File: src/rtl/clkdiv_pkg.sv
package clkdiv_pkg;
   localparam int EXP_W   = 2;
   localparam int CFG_W   = 16;
   localparam int NUM_DOM = 6;
   localparam int CNT_W   = (1 << EXP_W) - 1;
   // domain indices; field d lives at bits [d*EXP_W +: EXP_W]
   localparam int D_PER = 0;
   localparam int D_LCD = 1;
   localparam int D_CPU = 2;
   localparam int D_DSP = 3;
   localparam int D_BUS = 4;
   localparam int D_MMU = 5;
endpackage

File: src/rtl/ratio_sanitizer.sv
module ratio_sanitizer
   import clkdiv_pkg::*;
#(
   parameter int P_EXP_W   = EXP_W,
   parameter int P_CFG_W   = CFG_W,
   parameter int P_NUM_DOM = NUM_DOM
)(
   input  logic [P_CFG_W-1:0] raw_word,
   output logic [P_CFG_W-1:0] clean_word
);
   localparam int FLD_W = P_NUM_DOM * P_EXP_W;
   localparam int WW    = P_EXP_W + 1;

   generate
      if (P_NUM_DOM != 6) begin : g_bad_dom
         $error("ratio_sanitizer: rule set needs exactly six domains");
      end
      if (P_CFG_W < FLD_W) begin : g_bad_w
         $error("ratio_sanitizer: word too narrow for fields");
      end
   endgenerate

   logic [P_EXP_W-1:0] f_in  [P_NUM_DOM];
   logic [P_EXP_W-1:0] f_out [P_NUM_DOM];

   genvar d;
   generate
      for (d = 0; d < P_NUM_DOM; d++) begin : g_fld
         assign f_in[d] = raw_word[d*P_EXP_W +: P_EXP_W];
         assign clean_word[d*P_EXP_W +: P_EXP_W] = f_out[d];
      end
      if (P_CFG_W > FLD_W) begin : g_keep
         assign clean_word[P_CFG_W-1:FLD_W] = raw_word[P_CFG_W-1:FLD_W];
      end
   endgenerate

   // widened by one bit so dsp+1 cannot wrap
   logic [WW-1:0] dsp_w, cpu_w, mmu_w, bus_w, lcd_w, per_w, lim_w;

   always_comb begin
      dsp_w = {1'b0, f_in[D_DSP]};
      cpu_w = {1'b0, f_in[D_CPU]};
      mmu_w = {1'b0, f_in[D_MMU]};
      bus_w = {1'b0, f_in[D_BUS]};
      lcd_w = {1'b0, f_in[D_LCD]};
      per_w = {1'b0, f_in[D_PER]};
      lim_w = dsp_w + WW'(1);
      // stage 1: dsp-mmu within [dsp, dsp+1]
      if (mmu_w < dsp_w) mmu_w = dsp_w;
      if (mmu_w > lim_w) mmu_w = lim_w;
      // stage 2: bus no faster than cpu or dsp-mmu
      if (bus_w < cpu_w) bus_w = cpu_w;
      if (bus_w < mmu_w) bus_w = mmu_w;
      // stage 3: lcd and peripheral no faster than bus
      if (lcd_w < bus_w) lcd_w = bus_w;
      if (per_w < bus_w) per_w = bus_w;
      f_out[D_DSP] = dsp_w[P_EXP_W-1:0];
      f_out[D_CPU] = cpu_w[P_EXP_W-1:0];
      f_out[D_MMU] = mmu_w[P_EXP_W-1:0];
      f_out[D_BUS] = bus_w[P_EXP_W-1:0];
      f_out[D_LCD] = lcd_w[P_EXP_W-1:0];
      f_out[D_PER] = per_w[P_EXP_W-1:0];
   end

   // pass-through fields equal the raw fields
   always_comb begin
      a_r6_passthru: assert (f_out[D_CPU] == f_in[D_CPU] && f_out[D_DSP] == f_in[D_DSP]);
   end
endmodule

File: src/rtl/phase_counter.sv
module phase_counter
   import clkdiv_pkg::*;
#(
   parameter int P_CNT_W = CNT_W
)(
   input  logic               clk,
   input  logic               rst_n,
   output logic [P_CNT_W-1:0] cnt,
   output logic               wrap
);
   generate
      if (P_CNT_W < 1) begin : g_bad
         $error("phase_counter: width must be positive");
      end
   endgenerate

   always_ff @(posedge clk or negedge rst_n) begin
      if (!rst_n) cnt <= '0;
      else        cnt <= cnt + P_CNT_W'(1);
   end

   assign wrap = (cnt == {P_CNT_W{1'b1}});

   a_r10_count_step: assert property (@(posedge clk) disable iff (!rst_n)
      1'b1 |=> cnt == P_CNT_W'($past(cnt) + P_CNT_W'(1)));
endmodule

File: src/rtl/ratio_cfg_store.sv
module ratio_cfg_store
   import clkdiv_pkg::*;
#(
   parameter int P_EXP_W = EXP_W,
   parameter int P_CFG_W = CFG_W
)(
   input  logic               clk,
   input  logic               rst_n,
   input  logic               wr_en,
   input  logic [P_CFG_W-1:0] clean_in,
   input  logic               wrap,
   output logic [P_CFG_W-1:0] stored,
   output logic [P_CFG_W-1:0] active
);
   localparam int WW = P_EXP_W + 1;

   always_ff @(posedge clk or negedge rst_n) begin
      if (!rst_n) begin
         stored <= '0;
         active <= '0;
      end else begin
         if (wr_en) stored <= clean_in;
         if (wrap)  active <= stored;
      end
   end

   logic [WW-1:0] s_dsp, s_mmu, s_bus, s_cpu, s_lcd, s_per;
   assign s_dsp = {1'b0, stored[D_DSP*P_EXP_W +: P_EXP_W]};
   assign s_mmu = {1'b0, stored[D_MMU*P_EXP_W +: P_EXP_W]};
   assign s_bus = {1'b0, stored[D_BUS*P_EXP_W +: P_EXP_W]};
   assign s_cpu = {1'b0, stored[D_CPU*P_EXP_W +: P_EXP_W]};
   assign s_lcd = {1'b0, stored[D_LCD*P_EXP_W +: P_EXP_W]};
   assign s_per = {1'b0, stored[D_PER*P_EXP_W +: P_EXP_W]};

   a_r2_mmu_not_below_dsp: assert property (@(posedge clk) disable iff (!rst_n)
      s_mmu >= s_dsp);
   a_r3_mmu_within_half: assert property (@(posedge clk) disable iff (!rst_n)
      s_mmu <= s_dsp + WW'(1));
   a_r4_bus_slowest_master: assert property (@(posedge clk) disable iff (!rst_n)
      s_bus >= s_cpu && s_bus >= s_mmu);
   a_r5_periph_below_bus: assert property (@(posedge clk) disable iff (!rst_n)
      s_lcd >= s_bus && s_per >= s_bus);
   a_r8_hold_without_write: assert property (@(posedge clk) disable iff (!rst_n)
      !wr_en |=> $stable(stored));
   a_r9_apply_only_at_wrap: assert property (@(posedge clk) disable iff (!rst_n)
      !wrap |=> $stable(active));
endmodule

File: src/rtl/domain_enable_gen.sv
module domain_enable_gen
   import clkdiv_pkg::*;
#(
   parameter int P_EXP_W   = EXP_W,
   parameter int P_CFG_W   = CFG_W,
   parameter int P_NUM_DOM = NUM_DOM,
   parameter int P_CNT_W   = CNT_W
)(
   input  logic                 clk,
   input  logic                 rst_n,
   input  logic [P_CNT_W-1:0]   cnt,
   input  logic [P_CFG_W-1:0]   active,
   output logic [P_NUM_DOM-1:0] dom_en
);
   generate
      if (P_CNT_W != (1 << P_EXP_W) - 1) begin : g_bad
         $error("domain_enable_gen: counter width must match exponent range");
      end
   endgenerate

   genvar d;
   generate
      for (d = 0; d < P_NUM_DOM; d++) begin : g_dom
         logic [P_EXP_W-1:0] e;
         logic [P_CNT_W-1:0] mask;
         assign e = active[d*P_EXP_W +: P_EXP_W];
         always_comb begin
            mask = '0;
            for (int b = 0; b < P_CNT_W; b++) begin
               if (b < int'(e)) mask[b] = 1'b1;
            end
         end
         assign dom_en[d] = ((cnt & mask) == '0);

         a_r7_zero_exp_high: assert property (@(posedge clk) disable iff (!rst_n)
            (e == '0) |-> dom_en[d]);
      end
   endgenerate

   a_r10_aligned_at_zero: assert property (@(posedge clk) disable iff (!rst_n)
      (cnt == '0) |-> (&dom_en));
endmodule

File: src/rtl/div_ratio_ctrl.sv
module div_ratio_ctrl
   import clkdiv_pkg::*;
#(
   parameter int P_EXP_W   = EXP_W,
   parameter int P_CFG_W   = CFG_W,
   parameter int P_NUM_DOM = NUM_DOM
)(
   input  logic                 clk,
   input  logic                 rst_n,
   input  logic                 wr_en,
   input  logic [P_CFG_W-1:0]   wr_data,
   output logic [P_CFG_W-1:0]   rd_data,
   output logic [P_NUM_DOM-1:0] dom_en
);
   localparam int L_CNT_W = (1 << P_EXP_W) - 1;

   logic [P_CFG_W-1:0] clean_word;
   logic [P_CFG_W-1:0] stored;
   logic [P_CFG_W-1:0] active;
   logic [L_CNT_W-1:0] cnt;
   logic               wrap;

   ratio_sanitizer #(.P_EXP_W(P_EXP_W), .P_CFG_W(P_CFG_W), .P_NUM_DOM(P_NUM_DOM)) u_san (
      .raw_word   (wr_data),
      .clean_word (clean_word)
   );

   phase_counter #(.P_CNT_W(L_CNT_W)) u_cnt (
      .clk   (clk),
      .rst_n (rst_n),
      .cnt   (cnt),
      .wrap  (wrap)
   );

   ratio_cfg_store #(.P_EXP_W(P_EXP_W), .P_CFG_W(P_CFG_W)) u_store (
      .clk      (clk),
      .rst_n    (rst_n),
      .wr_en    (wr_en),
      .clean_in (clean_word),
      .wrap     (wrap),
      .stored   (stored),
      .active   (active)
   );

   domain_enable_gen #(.P_EXP_W(P_EXP_W), .P_CFG_W(P_CFG_W), .P_NUM_DOM(P_NUM_DOM),
                       .P_CNT_W(L_CNT_W)) u_en (
      .clk    (clk),
      .rst_n  (rst_n),
      .cnt    (cnt),
      .active (active),
      .dom_en (dom_en)
   );

   assign rd_data = stored;

   a_r8_readback_follows_write: assert property (@(posedge clk) disable iff (!rst_n)
      wr_en |=> rd_data == $past(clean_word));
endmodule

File: config.mk
export PLATFORM = sky130hd
export DESIGN_NAME = div_ratio_ctrl
export DESIGN_NICKNAME = d
export VERILOG_FILES = /design/src/rtl/clkdiv_pkg.sv /design/src/rtl/ratio_sanitizer.sv /design/src/rtl/phase_counter.sv /design/src/rtl/ratio_cfg_store.sv /design/src/rtl/domain_enable_gen.sv /design/src/rtl/div_ratio_ctrl.sv
export SDC_FILE = /design/constraint.sdc
export NUM_CORES = 1
export LEC_CHECK = 0
export BUFFER_PORTS_ARGS = -buffer_cell sky130_fd_sc_hd__buf_2
export CAP_MARGIN = 15
export CORE_ASPECT_RATIO = 1.2
export CORE_MARGIN = 2
export CORE_UTILIZATION = 40
export DETAILED_ROUTE_END_ITERATION = 6
export GPL_ROUTABILITY_DRIVEN = 0
export PLACE_DENSITY_LB_ADDON = 0.05
export SLEW_MARGIN = 20
export SYNTH_ARGS = -nofsm -noshare
export SYNTH_HDL_FRONTEND = slang
export SYNTH_HIERARCHICAL = 1
export SYNTH_SLANG_ARGS = --single-unit
File: constraint.sdc
create_clock -name clk -period 3.05 [get_ports clk]
set_clock_uncertainty 0.2 [all_clocks]
set_input_delay 0.4575 -clock clk [delete_from_list [all_inputs] [get_ports clk]]
set_output_delay 0.4575 -clock clk [all_outputs]
set_load 0.05 [all_outputs]
==> Implementation_results.wiki <==
{| class="wikitable"
! Metric !! Value
|-
| Syn nets || 176
|-
| Core region area || between 4000 and 5000 um2
|-
| Post-Synthesis Mean Instance Area || 12.5 um2
|-
| DIE HEIGHT || 77.8 um
|-
| Total clock sinks || 31
|-
| Count of mapped cells out of synthesis || 145
|-
| Share of post-route cells with drive strength above 1 || 0.614
|-
| Worst slew margin || 0.549
|-
| Most common cell after layout, fill and taps aside || buf_2
|-
| Final-report max-slew violation count || 0
|-
| Number of iterations in the first detailed-routing pass || 4
|-
| Input/output buffers || 40
|-
| Critical Path Sink Type || register
|-
| Number of levels the H-tree was split into || 2
|-
| Clock tree from TritonCTS || yes
|-
| Area of the die || 5100 um2
|-
| DP Worst Slack || -1.04 ns
|-
| Synthesis-to-layout area growth || 29.8%
|-
| Wire length of the first global-routing pass || about 6000 um
|-
| Clock tree root buffer cell || clkbuf_8
|-
| Data arrival time of the critical path || 3.56 ns
|-
| IO Pins || 41
|-
| Antenna diode count || 0
|-
| Setup-failing EPs final || 4
|-
| Iteration-0 DRC count of the detailed router || 38
|-
| Via density || 4.75
|-
| Run status || complete, but fails checks
|-
| Commonest non-fill, non-tap cells in the layout || buf_2, dfrtp_1, mux2_4, buf_4, inv_1
|-
| Worst min path class || in2async
|-
| Wire length after detailed routing || 3630 um
|-
| Final HPWL DP || 2780 um
|-
| Worst flop-to-flop path startpoint || u_cnt/cnt[0]$_DFF_PN0_
|-
| Synth warnings || 6
|-
| Type of the setup path with the least slack || in2reg
|-
| Clock latency reported for the late side of the worst-skew pair || 0.27 ns
|-
| Global-route usage over all layers || 0.159
|-
| Footprint of the flip-flops and latches || slightly below 800 um2
|-
| Area used by multi-input combinational logic || 1010 um2
|-
| Worst-case register-to-register setup slack || 0.99 ns
|-
| Clock tree buffer depth || 2
|-
| Leakage power summed over all cells || 1.16 nW
|-
| Clock-pin transition on the worst setup and hold timing paths || about 0.06 ns
|-
| PwrDens || roughly 630 nW/um2
|-
| Congestion Overflow GR || 0
|-
| Depth of the worst register-to-register path || 3
|-
| Placed insts || 241
|-
| Nets || 227
|-
| Total CTS buffers || 5
|-
| FMAX || 278 MHz
|-
| Number of hold violations in the final report || 0
|-
| MaxCap Viol Count || 0
|-
| Drc violations || 0
|-
| Number of global-route vias before repair || 1,287
|-
| Crit start category || primary input
|-
| Shortest clock period the worst path allows after layout || 3.60 ns
|-
| Worst vdd rail ir drop || 0.212 mV
|-
| Effective utilization at floorplan || 0.420
|-
| Violated checks || negative setup slack
|-
| R2R Path End || u_store/active[1]$_DFFE_PN0P_
|-
| Via count || 1,201
|-
| Post-route clock period utilization || 1.18
|-
| Antenna-violating nets left || 0
|-
| Worst Max-Slew Pin Slew || between 0.6 and 0.7 ns
|-
| Area after detailed placement || roughly 2200 um2
|-
| Fill cell total of the finished layout || approximately 390
|-
| Antenna violations before repair || 0
|-
| Row Count || 26
|-
| Final standard cell area without fillers || 2360 um2
|-
| Slack of the critical path || -0.549 ns
|-
| Post-synthesis cell area || ~1800 um2
|-
| Non-filler cells in the finished layout || 253
|-
| Final worst hold slack || about 0.018 ns
|-
| Largest net degree at the start of global routing || 32
|-
| Die Wd || between 60 and 70 um
|-
| CP Max Fanout || 3
|-
| Data required time of the worst path || 3.01 ns
|-
| RSZ-0062 raised after global routing || yes
|-
| Post-DR wirelength/cell || 14.3 um
|}
==> stage by stage <==
step	util	setup TNS [ns]	power (mW)
after floorplan	-	-2.56	1.02
after global placement	0.500	-3.49	1.15
after detailed placement	0.500	-3.88	1.17
after CTS	0.537	-1.66	1.50
after global routing	0.545	-2.29	1.58
final	0.545	-1.61	1.50
==> report_power, final <==
group | internal, mW | leakage (nW) | switching, mW
Sequential | 0.490 | 0.352 | 0.0607
Combinational | 0.277 | 0.769 | 0.370
Clock | 0.160 | 0.0422 | 0.138
Total | 0.927 | 1.16 | 0.569
==> what timing repair did <==
item / in CTS / in global routing
setup endpoints to repair: 4 / 4
pin swaps: 12 / 3
resized for setup: 11 / 5
hold buffers: 0 / 0
buffers inserted: 2 / 2
==> state kept, by name, summed over array words and instances (netlist names) <==
signal and cells:
u_cnt/cnt 3, u_store/active 12, u_store/stored 16
==> routing by layer <==
metal,global-route usage,up-vias,wire length [um]
met5,0,-,0
met4,0.0813,0,61
met3,0.0275,5,103
met2,0.272,22,1970
met1,0.187,580,1490
li1,-,594,-
==> worst max path at each step <==
stage / slack, ns / cells after the start / from / endpoint
6_report: -0.55 / 21 / wr_data[7] / u_store/stored[1]$_DFFE_PN0P_
5_1_grt: -0.72 / 21 / wr_data[7] / u_store/stored[3]$_DFFE_PN0P_
4_1_cts: -0.57 / 21 / wr_data[7] / u_store/stored[1]$_DFFE_PN0P_
3_5_place_dp: -1.04 / 20 / wr_data[7] / u_store/stored[3]$_DFFE_PN0P_
3_3_place_gp: -0.98 / 21 / wr_data[7] / u_store/stored[3]$_DFFE_PN0P_
2_1_floorplan: -0.80 / 19 / wr_data[7] / u_store/stored[3]$_DFFE_PN0P_
==> final cells by class <==
type                    instances  share of cell area
clock buffers                   7              0.0324
clock inverters                 1             0.00212
inverters                      15              0.0303
multi-input cells              87               0.430
flip-flops and latches         31               0.329
well taps                      56              0.0297
repair buffers                 56               0.146
==> worst max-delay path, cell delays in order <==
cell and delay (ns):
buf_12 0.09, inv_12 0.03, ha_4 0.26, nand2b_4 0.06
a2bb2oi_4 0.16, ha_4 0.22, a21oi_2 0.14, o21ai_2 0.09
nand2_1 0.07, o21ai_2 0.08, ha_4 0.17, a211oi_2 0.14
o21ai_1 0.10, o22ai_2 0.12, mux2i_2 0.26, inv_2 0.09
ha_4 0.29, inv_2 0.03, o21ai_2 0.13, mux2_4 0.31
mux2_4 0.25
Power figures use the tool's default switching activity.
